File: src/rtl/burst_seq_pkg.sv
package burst_seq_pkg;

    localparam int LOW_W = 2;

    typedef logic [LOW_W-1:0] low_t;

    typedef enum logic [1:0] {
        ACT_HOLD = 2'd0,
        ACT_STEP = 2'd1,
        ACT_LOAD = 2'd2
    } burst_act_e;

    typedef struct packed {
        low_t start;
        low_t beat;
    } burst_state_t;

    function automatic low_t seq_low(input logic interleave, input burst_state_t s);
        if (interleave)
            return s.start ^ s.beat;
        else
            return low_t'(s.start + s.beat);
    endfunction

endpackage

File: src/rtl/burst_load_ctl.sv
module burst_load_ctl
    import burst_seq_pkg::*;
(
    input  logic       ctrl_stb_n,
    input  logic       proc_stb_n,
    input  logic       proc_qual,
    input  logic       adv_n,
    output burst_act_e act
);
    logic ctrl_hit;
    logic proc_hit;

    always_comb begin
        ctrl_hit = ~ctrl_stb_n;
        proc_hit = ~proc_stb_n & proc_qual;
        if (ctrl_hit || proc_hit)
            act = ACT_LOAD;
        else if (!adv_n)
            act = ACT_STEP;
        else
            act = ACT_HOLD;
    end
endmodule

File: src/rtl/burst_beat_ctr.sv
module burst_beat_ctr
    import burst_seq_pkg::*;
(
    input  logic         clk,
    input  logic         rst,
    input  burst_act_e   act,
    input  low_t         start_in,
    output burst_state_t st
);
    always_ff @(posedge clk) begin
        if (rst) begin
            st <= '0;
        end else begin
            unique case (act)
                ACT_LOAD: begin
                    st.start <= start_in;
                    st.beat  <= '0;
                end
                ACT_STEP: st.beat <= low_t'(st.beat + 1'b1);
                default:  st <= st;
            endcase
        end
    end
endmodule

File: src/rtl/burst_upper_reg.sv
module burst_upper_reg
    import burst_seq_pkg::*;
#(
    parameter int HI_W = 14
) (
    input  logic            clk,
    input  logic            rst,
    input  burst_act_e      act,
    input  logic [HI_W-1:0] hi_in,
    output logic [HI_W-1:0] hi_q
);
    always_ff @(posedge clk) begin
        if (rst)
            hi_q <= '0;
        else if (act == ACT_LOAD)
            hi_q <= hi_in;
    end
endmodule

File: src/rtl/burst_addr_gen.sv
module burst_addr_gen
    import burst_seq_pkg::*;
#(
    parameter int ADDR_W = 16
) (
    input  logic              clk,
    input  logic              rst,
    input  logic              ctrl_stb_n,
    input  logic              proc_stb_n,
    input  logic              proc_qual,
    input  logic              adv_n,
    input  logic              order_il,
    input  logic [ADDR_W-1:0] addr_in,
    output logic [ADDR_W-1:0] cur_addr
);
    localparam int HI_W = ADDR_W - LOW_W;

    burst_act_e      act;
    burst_state_t    st;
    logic [HI_W-1:0] hi_q;

    burst_load_ctl u_ctl (
        .ctrl_stb_n (ctrl_stb_n),
        .proc_stb_n (proc_stb_n),
        .proc_qual  (proc_qual),
        .adv_n      (adv_n),
        .act        (act)
    );

    burst_beat_ctr u_ctr (
        .clk      (clk),
        .rst      (rst),
        .act      (act),
        .start_in (addr_in[LOW_W-1:0]),
        .st       (st)
    );

    burst_upper_reg #(.HI_W(HI_W)) u_hi (
        .clk   (clk),
        .rst   (rst),
        .act   (act),
        .hi_in (addr_in[ADDR_W-1:LOW_W]),
        .hi_q  (hi_q)
    );

    assign cur_addr = {hi_q, seq_low(order_il, st)};
endmodule

File: config.mk
export PLATFORM = sky130hd
export DESIGN_NAME = burst_addr_gen
export DESIGN_NICKNAME = d
export VERILOG_FILES = /design/src/rtl/burst_seq_pkg.sv /design/src/rtl/burst_load_ctl.sv /design/src/rtl/burst_beat_ctr.sv /design/src/rtl/burst_upper_reg.sv /design/src/rtl/burst_addr_gen.sv
export SDC_FILE = /design/constraint.sdc
export NUM_CORES = 1
export LEC_CHECK = 0
export BUFFER_PORTS_ARGS = -buffer_cell sky130_fd_sc_hd__buf_2
export CAP_MARGIN = 15
export CORE_MARGIN = 2
export CORE_UTILIZATION = 40
export DETAILED_ROUTE_END_ITERATION = 16
export GPL_TIMING_DRIVEN = 0
export PLACE_DENSITY_LB_ADDON = 0.3
export SYNTH_ARGS = -nofsm -noshare
export SYNTH_HDL_FRONTEND = slang
export SYNTH_SLANG_ARGS = --single-unit
File: constraint.sdc
create_clock -name clk -period 1.1 [get_ports clk]
set_input_delay 0.055 -clock clk [delete_from_list [all_inputs] [get_ports clk]]
set_output_delay 0.055 -clock clk [all_outputs]
set_load 0.03 [all_outputs]
==> metrics, run 1 <==
status complete, but fails checks; failing checks negative setup slack; CTS tree built; die width 50.5 um; Port Buffers 38; Ports 39; fill cell count 192; area fraction of the dominant cell type after synthesis 41.7%; # rows 16; Max transition margin 76.8%; Slew Viols, Final 0; cts bufs inserted 3; Crit Path Max Fanout 2; Overall Global Routing Usage 16.4%; CTS H-tree depth 1; Worst Skew 0.199 ps; hold path startpoint addr_in[14]; Design Area, Final 0.00120 mm2; # DRC 0; leakage power 0.000558 uW; Min Hold Slack 9.47 ps; Remaining Overflow, GRT 0; Synth async-reset ratio 0%; Clock Pin Slew Worst Setup and Hold Paths 100 ps; CTS max path bufs 2; Starting Density 43.1%; largest net degree at the start of global routing 11; Post-synth EDFFs 0; final core occ 59.8%; Skew-Pair Late Insertion Delay 280 ps; post-synthesis average cell area 10.4 um2; CP max stage delay 370 ps; max_cap viols 0; CP cell instances ha_4 -> nor2b_4 -> xnor2_2 -> buf_6; most numerous cell in the Yosys netlist nand2b_1; Die Span Y 50.5 um; Vias/cell 4.44; #FFs+latches synth 18; clk root buf clkbuf_4; Setup WS post-layout -147 ps; layout cells sized above 1 41.4%; critical path class reg2out; YS warnings 0; vias 688; final worst-path cycle share 113%; final std cells w/o fill 155; Final min period 1250 ps; top cells by area, synth dfxtp_1 (42%), nand2b_1 (23%), mux2i_1 (19%), xnor2_1 (3.0%), buf_12 (2.3%); area grow syn2layout 38.7%; Setup crit end kind output port; wire per inst 11.4 um; maximum clock frequency 0.802 GHz; final hold vios 0; Setup crit start kind register; Synth cell types 14; first-pass GRT wire length 3130 um; DRT iter0 DRCs 2; DR pass1 iterations 3; die area 0.00255 mm2; routability cong. 0.623; sequential area share after synthesis 41.7%; dpl cells 148; type of the worst min-delay path in2reg; Reg-to-Reg End u_ctr.st[1]; RR Startpoint u_ctr.st[0]; ant diodes 0; Worst Hold Depth 3; Max stage delay cell, worst path dfxtp_2; Worst-Margin Slew 349 ps; most common library cells after synthesis nand2b_1 (32), dfxtp_1 (18), mux2i_1 (16); ys flop type dfxtp_1; final setup violating endpoints 1; Post-Syn Nets 107; cell count after synthesis 83; CP required 1040 ps; core box area 0.00200 mm2; Pwr per Cell Area 1220 mW/mm2; Cell Area, Placed 0.00109 mm2; Num Clock Sinks 18; initial antenna violation count 0; vias in the first global route 731; drt total wl 1760 um; hold endpoint u_hi.hi_q[12]; R2R setup slack 60 ps; Final #Nets 153; dominant cell type by area after synthesis dfxtp_1; Post-DP HPWL 1290 um; Worst Reg-to-Reg Cells 4; Synth Cell Area 863 um2; maximum VDD drop 663 uV; WP data arrival 1190 ps; unrepaired setup endpoints after global routing true; antenna viol nets, final 0
[state kept, by name (all words and copies together) (netlist names)]
name and flops:
u_ctr.st 4, u_hi.hi_q 14
[logic make-up after synthesis]
group | count (synthesis) | share of synthesized area, %
adders and majority gates | 1 | 1.45
muxes | 16 | 18.6
and+or+nand+nor | 37 | 28.1
DFF | 18 | 41.7
AOI/OAI and AO/OA | 1 | 1.30
xor gates and xnor gates | 3 | 3.04
buffers and inverters | 7 | 5.80
[worst max-delay path, delay by kind of cell, from the launching register on]
| family | cells | cell delay (ps) |
|---|---|---|
| flip-flops | 1 | 370 |
| buffers and inverters | 1 | 150 |
| AND/OR/NAND/NOR | 1 | 140 |
| adder cells (fa/ha/maj) | 1 | 130 |
| XOR/XNOR | 1 | 110 |
[layout by cell type (no fill, tap or decap), types with 2 or more instances in the layout]
| cell | netlist | final |
|---|---|---|
| buf_2 | 0 | 36 |
| buf_4 | 0 | 2 |
| buf_6 | 1 | 3 |
| clkbuf_1 | 4 | 3 |
| clkbuf_4 | 0 | 3 |
| dfxtp_1 | 18 | 16 |
| dfxtp_2 | 0 | 2 |
| dlygate4sd3_1 | 0 | 2 |
| mux2i_1 | 16 | 16 |
| nand2b_1 | 32 | 32 |
| xnor2_1 | 3 | 2 |
[per-stage QoR]
| step | TNS [ps] | worst slack [ps] | total power (uW) |
|---|---|---|---|
| final | -147 | -147 | 1470 |
| after global routing | -206 | -198 | 1550 |
| after CTS | -165 | -165 | 1480 |
| after detailed placement | 0 | 35.3 | 1060 |
| after global placement | 0 | 52.7 | 1050 |
| after floorplan | 0 | 92.5 | 951 |
[worst max-delay path by stage]
stage	depth (start not counted)	slack, ps	from	endpoint
after floorplan	3	90	u_ctr.st[0]	cur_addr[1]
after global placement	4	50	u_ctr.st[0]	cur_addr[1]
after detailed placement	4	40	u_ctr.st[0]	cur_addr[1]
after CTS	4	-170	u_ctr.st[0]	cur_addr[1]
after global routing	4	-200	u_ctr.st[2]	cur_addr[1]
final	4	-150	u_ctr.st[2]	cur_addr[1]
[timing repair]
action	4_1_cts	5_1_grt
pin swaps	1	2
setup buffers	2	0
resized for setup	10	0
hold buffers	1	1
endpoints found under the hold margin	1	1
endpoints found under the setup margin	2	2
[power breakdown]
| part | total (uW) | leakage, uW | internal [uW] | switching [uW] |
|---|---|---|---|---|
| Clock | 401 | 0.0000210 | 201 | 200 |
| Sequential | 720 | 0.000150 | 696 | 24.2 |
| Combinational | 345 | 0.000388 | 162 | 183 |
| Total | 1470 | 0.000558 | 1060 | 408 |
[cell type report]
cell class / instances / area [um2] / area share (%)
Buffer: 5 / 42.5 / 3.55
Clock buffer: 4 / 36.3 / 3.03
Inverter: 1 / 3.75 / 0.313
Multi-Input combinational cell: 58 / 480 / 40.1
Sequential cell: 18 / 363 / 30.3
Tap cell: 27 / 33.8 / 2.82
Timing Repair Buffer: 42 / 238 / 19.9
[routing by layer]
metal | vias to the layer above | GRT usage [%] | share of wire, % | routed length, um
li1 | 354 | - | - | -
met3 | 2 | 4.17 | 5.7 | 101
met4 | 0 | 6.76 | 0.68 | 12
met2 | 22 | 31.1 | 54 | 953
met1 | 310 | 16.8 | 39 | 694
met5 | - | 0 | 0 | 0
Power figures use the tool's default switching activity.
==> inputs of run 2 (changes only) <==
Settings changed: CELL_PAD_IN_SITES_DETAIL_PLACEMENT set to 1, CELL_PAD_IN_SITES_GLOBAL_PLACEMENT set to 1, CORE_UTILIZATION 40 to 33.
==> run 2 against run 1 <==
Against the previous run: sequential share of layout area increased by 0.38 points; final area decreased by 1.3%; highest routed layer is now met3; non-clock buffer count decreased by 1; fmax increased by 2.0%; global-route usage decreased by 2.9 points; critical path type unchanged; routed wire length increased by 1.8%; sequential power about the same; combinational power about the same; sequential cell count unchanged; critical path depth unchanged; the flow still finishes with violations (negative setup slack); clock power decreased by 22%.
==> metrics, run 2 (synthesis results as in run 1) <==
status complete, but fails checks; failing checks negative setup slack; Post-DP HPWL 1370 um (+5.9%); hold path startpoint addr_in[2]; vias 706 (+2.6%); Setup crit start kind register; largest net degree at the start of global routing 11 (unchanged); Pwr per Cell Area 1170 mW/mm2 (-4.7%); Hold Buf Count CTS 0 (-1); maximum clock frequency 0.818 GHz (+2.0%); first-pass GRT wire length 2900 um (-7.3%); Design Power 1380 uW (-5.9%); Worst Skew 0.0773 ps (-0.121 ps); Skew-Pair Late Insertion Delay 280 ps (about the same); Worst-Margin Slew 402 ps (+52.9 ps); Remaining Overflow, GRT 0 (unchanged); R2R setup slack 100 ps (+40 ps); Largest regs u_hi.hi_q (14), u_ctr.st (4); setup TNS -123 ps (+24.3 ps); DR pass1 iterations 4 (+1); DRT iter0 DRCs 13 (+11); Overall Global Routing Usage 13.5% (-2.9 points); Max transition margin 73.2% (-3.5 points); unrepaired setup endpoints after global routing true; RR Startpoint u_ctr.st[0]; CTS tree built; type of the worst min-delay path in2reg; die area 0.00304 mm2 (+19%); Setup crit end kind output port; core box area 0.00248 mm2 (+24%); ant diodes 0 (unchanged); number of flip-flops under the largest register name 14 (unchanged); # DRC 0 (unchanged); drt total wl 1800 um (+1.8%); Final min period 1220 ps (-24.3 ps); Vias/cell 4.53 (+2.0%); # rows 18 (+2); critical path startpoint u_ctr.st[0]; vias in the first global route 683 (-6.6%); commonest non-fill, non-tap cell in the layout buf_2; max_cap viols 0 (unchanged); area grow syn2layout 37.0%; Crit Path Max Fanout 2 (unchanged); Largest Register u_hi.hi_q; most frequent cells in the layout buf_2 (36), nand2b_1 (32), mux2i_1 (16), dfxtp_1 (16); clk root buf clkbuf_4; final worst-path cycle share 111% (-2.2 points); routability cong. 0.664 (+6.6%); WP data arrival 1170 ps (-20 ps); maximum VDD drop 589 uV (-11%); Starting Density 34.8% (-8.3 points); final hold vios 0 (unchanged); antenna viol nets, final 0 (unchanged); cts bufs inserted 3 (unchanged); Slew Viols, Final 0 (unchanged); CTS H-tree depth 1 (unchanged); CTS max path bufs 2 (unchanged); critical path class reg2out; initial antenna violation count 0 (unchanged); Ports 39 (unchanged); Port Buffers 38 (unchanged); Num Clock Sinks 18 (unchanged); CP required 1040 ps (about the same); leakage power 0.000550 uW (-1.4%); Die Span Y 55.2 um (+9.3%); Min Hold Slack 21.9 ps (+12.4 ps); Final #Nets 152 (-0.65%); layout cells sized above 1 42.9% (+1.5 points); final setup violating endpoints 1 (unchanged); Setup WS post-layout -123 ps (+24.3 ps); die width 55.2 um (+9.3%); Clock Pin Slew Worst Setup and Hold Paths 100 ps (about the same); wire per inst 11.5 um (+1.2%)
run 2: stage by stage:
stage	setup WS (ps)	util, %	cells	cell area [um2]
floorplan	92.5	-	83	871
global placement	52.4	44.3	151	1100
detailed placement	25.3	44.3	151	1100
CTS	-162	47.1	155	1170
global route	-201	47.7	156	1180
finish	-123	47.7	156	1180
run 2: path summary, 6_finish.rpt:
path	endpoint	cells past startpoint
worst max-delay path	cur_addr[1]	4
worst min-delay path	u_hi.hi_q[0]	3
worst max register to register	u_ctr.st[1]	4
worst min register to register	u_hi.hi_q[2]	2
run 2: worst max-delay path, stage by stage (launching register included):
cell	delay (ps)
dfxtp_2	370
ha_4	120
nor2b_4	140
xnor2_2	110
buf_6	150
run 2: metal layers:
metal  up-vias  part of all wire (%)  GRT usage (%)
li1        350                     -              -
met1       339                    43           16.7
met2        17                    52           23.2
met3         0                   5.2           2.42
met4         0                     0           4.88
met5         -                     0              0
run 2: what timing repair did:
| action | CTS | global route |
|---|---|---|
| endpoints found under the setup margin | 2 | 2 |
| setup buffers | 2 | 1 |
| endpoints found under the hold margin | 0 | 0 |
| pin swaps | 1 | 1 |
| resized for setup | 10 | 1 |
run 2: report_power, final:
| part | switching (uW) | internal [uW] |
|---|---|---|
| registers | 23.9 | 696 |
| clock network | 188 | 127 |
| logic | 184 | 161 |
| total | 396 | 984 |
run 2: layout make-up:
cell class	count	area (um2)
Fill cell	300	1290
Multi-Input combinational cell	58	488
Sequential cell	18	363
Timing Repair Buffer	41	225
Buffer	5	42.5
Tap cell	30	37.5
Clock buffer	3	22.5
Inverter	1	3.75
